File: src/rtl/pg_pkg.sv
package pg_pkg;
    typedef enum logic [1:0] {
        ST_HOLD = 2'd0,
        ST_EVAL = 2'd1,
        ST_MASK = 2'd2
    } pg_state_t;
endpackage

File: src/rtl/pg_window_cmp.sv
module pg_window_cmp #(
    parameter int MV_W      = 12,
    parameter int LOW_SPAN  = 300,
    parameter int HIGH_SPAN = 200,
    parameter int LOW_FLOOR = 300
) (
    input  logic [MV_W-1:0] sample_mv,
    input  logic [MV_W-1:0] target_mv,
    output logic            in_win
);
    localparam int EW = MV_W + 1;

    logic [EW-1:0] samp_x;
    logic [EW-1:0] targ_x;
    logic [EW-1:0] hi_lim;
    logic [EW-1:0] lo_lim;
    logic          lo_used;
    logic          hi_ok;
    logic          lo_ok;

    always_comb begin
        samp_x  = {1'b0, sample_mv};
        targ_x  = {1'b0, target_mv};
        hi_lim  = targ_x + EW'(HIGH_SPAN);
        lo_used = (targ_x >= EW'(LOW_FLOOR));
        lo_lim  = lo_used ? (targ_x - EW'(LOW_SPAN)) : '0;
        hi_ok   = (samp_x <= hi_lim);
        lo_ok   = !lo_used || (samp_x >= lo_lim);
        in_win  = hi_ok && lo_ok;
    end
endmodule

File: src/rtl/pg_mask_timer.sv
module pg_mask_timer #(
    parameter int MASK_US = 100
) (
    input  logic clk,
    input  logic rst_n,
    input  logic clr,
    input  logic load,
    input  logic tick,
    output logic busy,
    output logic expire
);
    localparam int CW = $clog2(MASK_US + 1);
    localparam logic [CW-1:0] FULL = CW'(MASK_US);

    logic [CW-1:0] cnt_q;

    always_ff @(posedge clk or negedge rst_n) begin
        if (!rst_n) begin
            cnt_q <= '0;
        end else if (clr) begin
            cnt_q <= '0;
        end else if (load) begin
            cnt_q <= FULL;
        end else if (tick && (cnt_q != '0)) begin
            cnt_q <= cnt_q - 1'b1;
        end
    end

    assign busy   = (cnt_q != '0);
    assign expire = tick && !load && !clr && (cnt_q == CW'(1));
endmodule

File: src/rtl/pg_window_mon.sv
module pg_window_mon
    import pg_pkg::*;
#(
    parameter int MV_W      = 12,
    parameter int LOW_SPAN  = 300,
    parameter int HIGH_SPAN = 200,
    parameter int LOW_FLOOR = 300,
    parameter int MASK_US   = 100
) (
    input  logic            clk,
    input  logic            rst_n,
    input  logic [MV_W-1:0] sample_mv,
    input  logic [MV_W-1:0] target_mv,
    input  logic            vid_chg,
    input  logic            slp_evt,
    input  logic            seq_rel,
    input  logic            us_tick,
    output logic            pg_en
);
    pg_state_t state_q;
    pg_state_t state_d;
    logic      in_win;
    logic      mask_evt;
    logic      mask_busy;
    logic      mask_expire;
    logic      pg_q;
    logic      pg_d;

    assign mask_evt = vid_chg || slp_evt;

    pg_window_cmp #(
        .MV_W(MV_W), .LOW_SPAN(LOW_SPAN),
        .HIGH_SPAN(HIGH_SPAN), .LOW_FLOOR(LOW_FLOOR)
    ) u_cmp (
        .sample_mv(sample_mv),
        .target_mv(target_mv),
        .in_win(in_win)
    );

    pg_mask_timer #(.MASK_US(MASK_US)) u_tmr (
        .clk(clk),
        .rst_n(rst_n),
        .clr(!seq_rel),
        .load(seq_rel && mask_evt),
        .tick(us_tick),
        .busy(mask_busy),
        .expire(mask_expire)
    );

    // next-state logic
    always_comb begin
        state_d = state_q;
        unique case (state_q)
            ST_HOLD: begin
                if (seq_rel) state_d = mask_evt ? ST_MASK : ST_EVAL;
            end
            ST_EVAL: begin
                if (!seq_rel)     state_d = ST_HOLD;
                else if (mask_evt) state_d = ST_MASK;
            end
            ST_MASK: begin
                if (!seq_rel)         state_d = ST_HOLD;
                else if (mask_evt)    state_d = ST_MASK;
                else if (mask_expire) state_d = ST_EVAL;
            end
            default: state_d = ST_HOLD;
        endcase
    end

    // state register
    always_ff @(posedge clk or negedge rst_n) begin
        if (!rst_n) state_q <= ST_HOLD;
        else        state_q <= state_d;
    end

    // output decision
    always_comb begin
        pg_d = 1'b0;
        if (seq_rel) begin
            if (mask_evt) begin
                pg_d = pg_q;
            end else begin
                unique case (state_q)
                    ST_HOLD: pg_d = in_win;
                    ST_EVAL: pg_d = in_win;
                    ST_MASK: pg_d = pg_q;
                    default: pg_d = 1'b0;
                endcase
            end
        end
    end

    always_ff @(posedge clk or negedge rst_n) begin
        if (!rst_n) pg_q <= 1'b0;
        else        pg_q <= pg_d;
    end

    assign pg_en = pg_q;
endmodule

File: config.mk
export PLATFORM = sky130hd
export DESIGN_NAME = pg_window_mon
export DESIGN_NICKNAME = d
export VERILOG_FILES = /design/src/rtl/pg_pkg.sv /design/src/rtl/pg_window_cmp.sv /design/src/rtl/pg_mask_timer.sv /design/src/rtl/pg_window_mon.sv
export SDC_FILE = /design/constraint.sdc
export NUM_CORES = 1
export LEC_CHECK = 0
export BUFFER_PORTS_ARGS = -buffer_cell sky130_fd_sc_hd__buf_4
export CAP_MARGIN = 25
export CORE_MARGIN = 2
export CORE_UTILIZATION = 50
export CTS_CLUSTER_DIAMETER = 30
export DETAILED_ROUTE_END_ITERATION = 10
export PLACE_DENSITY_LB_ADDON = 0.25
export SYNTH_ARGS = -nofsm -noshare
export SYNTH_HDL_FRONTEND = slang
export SYNTH_SLANG_ARGS = --single-unit
File: constraint.sdc
create_clock -name clk -period 1.6 [get_ports clk]
set_input_delay 0.32 -clock clk [delete_from_list [all_inputs] [get_ports clk]]
set_output_delay 0.32 -clock clk [all_outputs]
set_load 0.1 [all_outputs]
==> key figures, run 1 <==
Detailed routing
  – Routed vias: 1,769
  – Routed Antenna Nets: 0
  – Drt first pass iters: 4
  – Vias per cell: 6.164
  – Drt first-iter violations: 138
  – Final wirelength: 5.240 mm
  – Number of remaining DRC errors: 0
  – Wire per inst: 18.26 um

Global routing
  – Largest net degree at the start of global routing: 11
  – Vias in the first global route: 1,667
  – Initial antenna violation count: 0
  – Global-route wire length before repair: 7.445 mm
  – GRT Overall Usage: 0.2809
  – Grt total ovfl: 0

Outcome
  – Violations in the final reports: setup timing
  – Outcome: finished with violations

Yosys
  – Fraction of synthesized area in multiplexers: 0
  – Post-Synth XOR/XNOR Area: 0.09802
  – Post-Syn Nets: 242
  – Synth Instances: 182
  – Netlist cell types: 43
  – Mapped cell area: 1519 sq um
  – Sequential-to-total area share from yosys stat: 0.1647
  – Post-Synth Adder-Cell Area: 0.2471
  – Synth Area in Compound Gates: 0.2191
  – Synth Area in Simple Gates: 0.2224
  – Synthesized flop and latch total: 10
  – Synth warnings: 0
  – Main combinational cell family by area after synthesis: adder cells
  – Post-synthesis area per instance: between 8 and 9 sq um

Critical path
  – Critical path type: in -> reg
  – Critical path depth: 13
  – CP bufs+invs: 2
  – Crit path largest cell delay: 0.31 ns
  – Crit path DAT: between 2 and 3 ns
  – CP Max Fanout: 5
  – CP Capture Type: register
  – Worst Path Required: between 1.5 and 2 ns
  – Most frequent CP cell: o211a_1
  – R2r setup slk: roughly 0.04 ns
  – Critical path's top delay family: compound AO/OA/AOI/OAI gates
  – CP max stage cell: ha_1
  – Worst Setup Start Kind: input pin
  – Crit-path cells: buf_8, ha_4, nor3b_4, o21ai_4, a21oi_2, buf_6, o21ai_1, ha_1, and4_1, o211ai_1, o211a_1, o211a_1, o31ai_2
  – Worst reg2reg path depth: 4

Floorplanning
  – I/O pin cnt: 31
  – Die Span Y: 59.12 um
  – Core footprint: around 2800 sq um
  – Die ar.: 3495 sq um
  – Initial Util: 0.5369
  – Chip Width: approximately 59 um
  – # rows: 19

STA
  – Max-slew headroom: 0.7326
  – Setup TNS: -0.8567 ns
  – Fin. Hold Viols: 0
  – RSZ-0062 raised after global routing: yes
  – Max Slew Vio Count: 0
  – Slew @ Worst Pin: 0.3969 ns
  – Period utilisation layout: 1.535
  – Worst hold slack: 0.3214 ns
  – Final clock skew: around 0.0028 ns
  – Fmax: 407.1 MHz
  – Tmin final: 2.457 ns
  – Setup ws final: -0.8567 ns
  – Endpoints failing setup: 1

Pwr
  – VDD IR max: 0.4248 mV
  – Static leakage: about 1.1 nW
  – Power per cell area: around 500 nW/um^2

Clock network
  – CTS tree: yes
  – CTS Buffer Depth: 2
  – Root Buffer: clkbuf_4
  – Worst skew pair latency: 0.27 ns
  – Clock transition at path regs: about 0.070 ns
  – Clk sinks: 10
  – TritonCTS Buffers: 3
  – H-tree lvl count: 1

Placement
  – Port bufs: 30
  – Gpl congestion: 0.9049
  – Setup slack at placement: -1.150 ns
  – DP HPWL: between 3 and 4 mm

Min path
  – HP Class: in -> reg
  – WHS Path Cells: 2

Layout
  – Fraction of layout cells with a size suffix above 1: 0.4297
  – Ant diodes: 0
  – Fin nets: 317
  – Layout fillers: 160
  – Final Core Density: 0.8165
  – Layout area overhead: 52.06%

Run
  – Max-Cap Viols: 0
==> flip-flops by register name, summed over array words and instances, names as in the netlist <==
signal / cells
pg_en: 1
state_q: 2
u_tmr.cnt_q: 7
==> stage by stage <==
stage               area (sq um)  instances  total power [mW]
floorplan                   1563        182            0.5913
global placement            2048        274            0.7971
detailed placement          2048        274            0.8200
CTS                         2212        285             1.086
global route                2310        287             1.231
finish                      2310        287             1.160
==> area by class of cell <==
class                      count  area (sq um)  share of cell area
sequential                    10         252.7              0.1094
tap                           31         38.79             0.01679
inverter                      11         43.79             0.01896
timing repair buffer          76         589.3              0.2551
clock buffer                   4         36.28             0.01571
multi-input combinational    155          1349              0.5840
==> cells by family after synthesis <==
kind of cell,count (synthesis)
flip-flops,10
AND/OR/NAND/NOR,60
adder cells (fa/ha/maj),30
buffers and inverters,17
AO/OA/AOI/OAI,48
XOR/XNOR,17
==> cell usage after synthesis (all sizes together) <==
master / count / area, sq um
ha: 30 / 375.4
nand2: 17 / 63.81
a21oi: 14 / 70.07
nor2: 13 / 48.80
inv: 11 / 41.29
dfrtp: 10 / 250.2
o21ai: 9 / 45.04
xnor2: 9 / 78.83
xor2: 8 / 70.07
nand3: 6 / 30.03
a21o: 5 / 37.54
nand4: 4 / 25.02
nor3: 4 / 25.02
o21a: 4 / 30.03
a21boi: 3 / 22.52
and3: 3 / 18.77
and4: 3 / 26.28
buf: 3 / 21.27
clkbuf: 3 / 11.26
a31oi: 2 / 27.53
nor3b: 2 / 15.01
o211a: 2 / 20.02
o211ai: 2 / 15.01
a211oi: 1 / 7.510
a22oi: 1 / 7.510
a311oi: 1 / 15.01
and2: 1 / 6.260
nand2b: 1 / 6.260
nand3b: 1 / 7.510
nand4bb: 1 / 11.26
nor2b: 1 / 6.260
nor4: 1 / 21.27
nor4b: 1 / 15.01
o221ai: 1 / 8.760
o311a: 1 / 10.01
o31ai: 1 / 7.510
o41ai: 1 / 8.760
or3: 1 / 11.26
==> report_power, final <==
group	internal (mW)	switching (mW)	leakage (nW)
sequential	0.265	0.0142	0.128
clock	0.138	0.0900	0.0210
combinational	0.331	0.321	0.961
==> per-layer routing <==
metal | global-route usage | wire length (um) | share of wire
met1 | 0.3812 | 2188 | 0.42
met2 | 0.4635 | 2516 | 0.48
met3 | 0.04803 | 373 | 0.071
met4 | 0.06818 | 162 | 0.031
met5 | 0 | 0 | 0
==> path summary, 6_finish.rpt <==
check                                from             end
min                               seq_rel      state_q[1]
max                          target_mv[3]           pg_en
min reg2reg                    state_q[1]      state_q[0]
max in group asynchronous           rst_n  u_tmr.cnt_q[1]
max reg2reg                u_tmr.cnt_q[4]      state_q[1]
min in group asynchronous           rst_n  u_tmr.cnt_q[6]
==> layout by cell type (no fill, tap or decap), types with 2 or more instances in the layout <==
| cell | synthesis | layout |
|---|---|---|
| a21boi_0 | 2 | 2 |
| a21o_1 | 5 | 4 |
| a21oi_1 | 14 | 11 |
| a21oi_2 | 0 | 3 |
| and3_1 | 3 | 2 |
| and4_1 | 3 | 3 |
| buf_4 | 0 | 71 |
| buf_8 | 0 | 2 |
| clkbuf_4 | 0 | 3 |
| dfrtp_1 | 10 | 8 |
| dfrtp_2 | 0 | 2 |
| ha_1 | 30 | 24 |
| ha_4 | 0 | 5 |
| inv_1 | 11 | 9 |
| nand2_1 | 17 | 15 |
| nand2_2 | 0 | 2 |
| nand3_1 | 6 | 6 |
| nand4_1 | 4 | 4 |
| nor2_1 | 13 | 13 |
| nor3_1 | 3 | 2 |
| nor3_2 | 1 | 2 |
| o211a_1 | 2 | 2 |
| o211ai_1 | 2 | 2 |
| o21a_1 | 4 | 4 |
| o21ai_0 | 8 | 5 |
| o21ai_1 | 1 | 2 |
| xnor2_1 | 9 | 9 |
| xor2_1 | 8 | 7 |
==> timing repair <==
action / CTS / global route
setup buffers: 5 / 2
setup endpoints to repair: 1 / 5
pin swaps: 16 / 11
resized for setup: 16 / 18
hold buffers: 1 / 0
hold endpoints to repair: 10 / 0
cloned: 1 / 0
Power figures use the tool's default switching activity.
==> run 2: changes to the inputs <==
BUFFER_PORTS_ARGS = -buffer_cell sky130_fd_sc_hd__buf_2   (was -buffer_cell sky130_fd_sc_hd__buf_4)
CTS_CLUSTER_DIAMETER = 40   (was 30)
==> key figures, run 2 (synthesized netlist as in run 1, its figures left out) <==
Critical path
  – Worst Setup Start Kind: input pin
  – Worst Path Required: 1.77 ns (about the same)
  – R2r setup slk: 0.03 ns (about the same)
  – Worst reg2reg path depth: 6 (+2)
  – CP Capture Type: register
  – CP Max Fanout: 4 (-1)
  – Crit path DAT: 2.58 ns (-0.06 ns)
  – Critical path type: in -> reg

Clock network
  – Clk sinks: 10 (unchanged)
  – CTS Buffer Depth: 2 (unchanged)
  – Clock transition at path regs: 0.06 ns (about the same)
  – CTS tree: yes
  – Worst skew pair latency: 0.26 ns (about the same)
  – Root Buffer: clkbuf_4
  – TritonCTS Buffers: 3 (unchanged)
  – H-tree lvl count: 1 (unchanged)

Pwr
  – Power, Total: 1.027 mW (-11%)
  – Power per cell area: 479.3 nW/um^2 (-4.6%)
  – Clock power share: 0.165 (-0.032)
  – Static leakage: 1.067 nW (-3.8%)
  – VDD IR max: 0.4415 mV (+3.9%)
  – Switching share of power: 0.3752 (+0.008189)
  – Logic pwr share: 0.565 (+0.003)
  – Internal Power: 641.8 uW (-13%)
  – P_sw: 385.4 uW (-9.5%)
  – Share of power burned in registers: 0.271 (+0.030)

Run
  – Max-Cap Viols: 0 (unchanged)

STA
  – Max-slew headroom: 0.6786 (-0.05395)
  – Slew @ Worst Pin: 0.4854 ns (+0.08846 ns)
  – Fmax: 416.4 MHz (+2.3%)
  – Period utilisation layout: 1.501 (-0.03440)
  – Setup ws final: -0.8016 ns (+0.05505 ns)
  – Max Slew Vio Count: 0 (unchanged)
  – RSZ-0062 raised after global routing: yes
  – Endpoints failing setup: 1 (unchanged)
  – Tmin final: 2.402 ns (-0.05505 ns)
  – Final clock skew: 0.006547 ns (+0.003786 ns)
  – Fin. Hold Viols: 0 (unchanged)

Global routing
  – Grt total ovfl: 0 (unchanged)
  – GRT met1 Usage: 0.3293 (-0.05191)
  – Largest net degree at the start of global routing: 11 (unchanged)
  – Initial antenna violation count: 0 (unchanged)
  – GRT Overall Usage: 0.2583 (-0.02257)
  – Vias in the first global route: 1,633 (-2.0%)
  – Grt peak-use layer: met2
  – M2 GR Usage: 0.4683 (+0.004762)
  – Global-route wire length before repair: 6.948 mm (-6.7%)
  – Met3 Resource Use GR: 0.03712 (-0.01092)

Layout
  – Fin nets: 314 (-0.95%)
  – Most frequent cells in the layout: 44 x buf_4, 26 x ha_1, 26 x buf_2, 15 x nand2_1
  – Most common cell after layout, fill and taps aside: buf_4
  – Largest register FFs: 7 (unchanged)
  – Top reg by flops: u_tmr.cnt_q
  – Layout area overhead: 41.10%
  – Seq. cell area: 250.2 sq um (-0.99%)
  – Fraction of layout cells with a size suffix above 1: 0.3770 (-0.05270)
  – Ant diodes: 0 (unchanged)
  – Area of the multi-input gates: 1295 sq um (-4.0%)
  – Final Core Density: 0.7576 (-0.05882)
  – Layout fillers: 204 (+28%)

Floorplanning
  – # rows: 19 (unchanged)
  – Die ar.: 3495 sq um (unchanged)
  – Core footprint: 2829 sq um (unchanged)
  – Die Span Y: 59.12 um (unchanged)
  – I/O pin cnt: 31 (unchanged)
  – Initial Util: 0.5369 (unchanged)
  – Chip Width: 59.12 um (unchanged)

Placement
  – Gpl congestion: 0.9278 (+2.5%)
  – DP HPWL: 3.533 mm (+0.32%)
  – Port bufs: 30 (unchanged)

Outcome
  – Violations in the final reports: setup timing
  – Outcome: finished with violations

Detailed routing
  – Number of remaining DRC errors: 0 (unchanged)
  – Routed vias: 1,650 (-6.7%)
  – Routed Antenna Nets: 0 (unchanged)
  – Drt first pass iters: 4 (unchanged)
  – Final wirelength: 4.561 mm (-13%)
  – Vias per cell: 5.830 (-5.4%)
  – Wire per inst: 16.12 um (-12%)
  – Drt first-iter violations: 91 (-34%)

Min path
  – HP Class: in -> reg
  – WHS Path Cells: 2 (unchanged)
run 2: final cells by class:
cell class	instances	area share
sequential	10	0.1168
tap	31	0.01810
timing repair buffer	73	0.2300
clock buffer	3	0.01051
inverter	11	0.02043
multi-input combinational	155	0.6042
run 2: power by group through the flow:
stage	clock [mW]	combinational (mW)	sequential [mW]
finish	0.169	0.580	0.278
floorplan	0	0.299	0.292
detailed placement	0	0.517	0.282
global route	0.186	0.632	0.280
global placement	0	0.489	0.281
CTS	0.177	0.537	0.277
run 2: worst paths after layout:
path                                      from              to
worst max register to register  u_tmr.cnt_q[1]  u_tmr.cnt_q[5]
worst min register to register      state_q[1]      state_q[0]
worst max-delay path             target_mv[11]           pg_en
max in group asynchronous                rst_n  u_tmr.cnt_q[2]
min in group asynchronous                rst_n           pg_en
worst min-delay path                   seq_rel      state_q[1]
run 2: repair_timing:
| item | in CTS | in global routing |
|---|---|---|
| endpoints found under the setup margin | 1 | 4 |
| pin swaps | 2 | 21 |
| endpoints found under the hold margin | 10 | 0 |
| setup buffers | 1 | 4 |
| hold buffers | 1 | 0 |
| cloned | 1 | 0 |
| gates resized for setup | 9 | 15 |
run 2: critical path, cell delays in order:
cell,delay (ns)
buf_6,0.09
or3_4,0.42
nor3_4,0.20
a21oi_2,0.09
buf_4,0.15
and2_4,0.14
ha_4,0.26
nor3b_2,0.04
o21a_1,0.17
o211a_1,0.23
o211a_1,0.23
o31ai_1,0.23
run 2: metal layers:
layer	vias up	wire length (um)	share of wire
li1	808	-	-
met1	786	1954	0.43
met2	52	2322	0.51
met3	4	259	0.057
met4	0	24	0.0053
met5	-	0	0
run 2: metrics by stage:
step	std cells	TNS, ns	hold slack [ns]	cell area, sq um	setup WS, ns
floorplan	182	-0.9000	0.02441	1563	-0.9000
global placement	273	-1.131	0.1905	1966	-1.131
detailed placement	273	-1.205	0.1932	1966	-1.205
CTS	279	-0.7411	0.3257	2042	-0.7411
global route	283	-0.9893	0.3225	2143	-0.8879
finish	283	-0.8016	0.3306	2143	-0.8016
==> run 3: changes to the inputs <==
RECOVER_POWER = 25   (was default)
==> key figures, run 3 (synthesized netlist as in run 1, its figures left out) <==
Outcome
  – Outcome: finished with violations
  – Violations in the final reports: setup timing

STA
  – Setup ws final: -0.8016 ns (unchanged)
  – Max Slew Vio Count: 0 (unchanged)
  – Tmin final: 2.402 ns (unchanged)
  – Endpoints failing setup: 1 (unchanged)
  – Final clock skew: 0.006547 ns (unchanged)
  – Period utilisation layout: 1.501 (unchanged)
  – RSZ-0062 raised after global routing: yes
  – Worst hold slack: 0.3306 ns (unchanged)
  – Slew @ Worst Pin: 0.5638 ns (+0.07841 ns)
  – Max-slew headroom: 0.6241 (-0.05450)
  – Fmax: 416.4 MHz (unchanged)
  – Fin. Hold Viols: 0 (unchanged)

Min path
  – HP Class: in -> reg

Critical path
  – Critical path type: in -> reg
  – R2r setup slk: 0.03 ns (about the same)
  – Crit. Startpoint: target_mv[11]
  – CP max stage cell: or3_4
  – Critical path's top delay family: compound AO/OA/AOI/OAI gates
  – Crit-path cells: buf_6, or3_4, nor3_4, a21oi_2, buf_4, and2_4, ha_4, nor3b_2, o21a_1, o211a_1, o211a_1, o31ai_1
  – Reg2Reg Capture Point: u_tmr.cnt_q[5]
  – Worst Setup Start Kind: input pin
  – Crit path DAT: 2.58 ns (about the same)
  – Most frequent CP cell: o211a_1
  – CP Capture Type: register
  – Critical path depth: 12 (unchanged)
  – CP Capture Point: pg_en
  – CP Max Fanout: 4 (unchanged)
  – Worst Path Required: 1.77 ns (about the same)
  – Crit path largest cell delay: 0.42 ns (about the same)
  – Worst reg2reg path depth: 6 (unchanged)
  – CP bufs+invs: 2 (unchanged)
  – Reg-to-reg critical path startpoint: u_tmr.cnt_q[1]

Layout
  – Most frequent cells in the layout: 44 x buf_4, 26 x ha_1, 25 x buf_2, 15 x nand2_1
  – Most common cell after layout, fill and taps aside: buf_4
  – Final instance area: 2142 sq um (about the same)
  – Layout area overhead: 41.02% (about the same)
  – Top reg by flops: u_tmr.cnt_q
  – Ant diodes: 0 (unchanged)
  – Largest register FFs: 7 (unchanged)
  – Fin nets: 314 (unchanged)
  – Fraction of layout cells with a size suffix above 1: 0.3730 (-0.003968)

Detailed routing
  – Vias per cell: 5.830 (unchanged)
  – Final wirelength: 4.561 mm (unchanged)
  – Routed Antenna Nets: 0 (unchanged)
  – Drt first pass iters: 4 (unchanged)
  – Routed vias: 1,650 (unchanged)
  – Number of remaining DRC errors: 0 (unchanged)
  – Drt first-iter violations: 91 (unchanged)
  – Wire per inst: 16.12 um (unchanged)

Clock network
  – CTS Buffer Depth: 2 (unchanged)
  – CTS tree: yes
  – Worst skew pair latency: 0.26 ns (about the same)
  – H-tree lvl count: 1 (unchanged)
  – Clk sinks: 10 (unchanged)
  – Root Buffer: clkbuf_4
  – Clock transition at path regs: 0.06 ns (about the same)
  – TritonCTS Buffers: 3 (unchanged)

Floorplanning
  – Die ar.: 3495 sq um (unchanged)
  – Die Span Y: 59.12 um (unchanged)
  – I/O pin cnt: 31 (unchanged)
  – # rows: 19 (unchanged)
  – Chip Width: 59.12 um (unchanged)
  – Core footprint: 2829 sq um (unchanged)
  – Initial Util: 0.5369 (unchanged)

Global routing
  – GRT met1 Usage: 0.3293 (unchanged)
  – Initial antenna violation count: 0 (unchanged)
  – GRT Overall Usage: 0.2583 (unchanged)
  – Grt peak-use layer: met2
  – M2 GR Usage: 0.4683 (unchanged)
  – Largest net degree at the start of global routing: 11 (unchanged)
  – Global-route wire length before repair: 6.948 mm (unchanged)
  – Vias in the first global route: 1,633 (unchanged)
  – Grt total ovfl: 0 (unchanged)
  – Met3 Resource Use GR: 0.03712 (unchanged)

Placement
  – Area after DPL: 1966 sq um (unchanged)
  – Gpl congestion: 0.9278 (unchanged)
  – DP HPWL: 3.533 mm (unchanged)
  – Setup slack at placement: -1.205 ns (unchanged)
  – Port bufs: 30 (unchanged)

Pwr
  – Internal Power: 641.4 uW (about the same)
  – Share of power burned in registers: 0.271 (about the same)
  – Static leakage: 1.065 nW (-0.26%)
  – Power per cell area: 479.4 nW/um^2 (about the same)
  – VDD IR max: 0.4419 mV (about the same)
  – Clock power share: 0.165 (about the same)
  – Switching share of power: 0.3754 (about the same)
  – P_sw: 385.5 uW (about the same)
  – Logic pwr share: 0.564 (about the same)

Run
  – Max-Cap Viols: 0 (unchanged)
==> run 3: cell count changes in the layout (fill, tap and decap cells not counted), sizes merged <==
cell / previous run / this run
clkbuf: 3 / 4
buf: 72 / 71
==> run 3: repair_timing <==
item | CTS | global route
buffers inserted | 1 | 4
pin swaps | 2 | 21
gates resized for setup | 9 | 15
hold buffers | 1 | 0
setup endpoints to repair | 1 | 4
endpoints found under the hold margin | 10 | 0
gates cloned | 1 | 0
==> run 3: cell type report <==
type	instances	area (sq um)
Clock buffer	3	22.52
Fill cell	205	686.9
Inverter	11	43.79
Multi-Input combinational cell	155	1295
Sequential cell	10	250.2
Tap cell	31	38.79
Timing Repair Buffer	73	491.7
==> run 3: stage by stage <==
| step | cells | total power [mW] | utilization | setup TNS (ns) |
|---|---|---|---|---|
| after detailed placement | 273 | 0.7994 | 0.6948 | -1.205 |
| final | 283 | 1.027 | 0.7572 | -0.8016 |
| after global routing | 283 | 1.098 | 0.7572 | -0.9893 |
| after CTS | 279 | 0.9913 | 0.7218 | -0.7411 |
| after floorplan | 182 | 0.5913 | - | -0.9000 |
| after global placement | 273 | 0.7705 | 0.6948 | -1.131 |
==> run 3: worst min path at each step <==
stage | startpoint | endpoint | slack [ns] | cells past startpoint
3_3_place_gp | rst_n | u_tmr.cnt_q[6] | 0.19 | 1
4_1_cts | seq_rel | state_q[1] | 0.33 | 2
2_1_floorplan | rst_n | pg_en | 0.02 | 0
3_5_place_dp | rst_n | state_q[0] | 0.19 | 1
5_1_grt | seq_rel | state_q[1] | 0.32 | 2
6_report | seq_rel | state_q[1] | 0.33 | 2
==> run 3: power by group through the flow <==
| stage | Combinational (mW) | Clock (mW) | Sequential, mW |
|---|---|---|---|
| after floorplan | 0.299 | 0 | 0.292 |
| after CTS | 0.537 | 0.177 | 0.277 |
| after global routing | 0.632 | 0.186 | 0.280 |
| after detailed placement | 0.517 | 0 | 0.282 |
| after global placement | 0.489 | 0 | 0.281 |
| final | 0.580 | 0.169 | 0.278 |
==> run 3: layer usage <==
metal	up-vias	routed length [um]
li1	808	-
met1	786	1954
met2	52	2322
met3	4	259
met4	0	24
met5	-	0
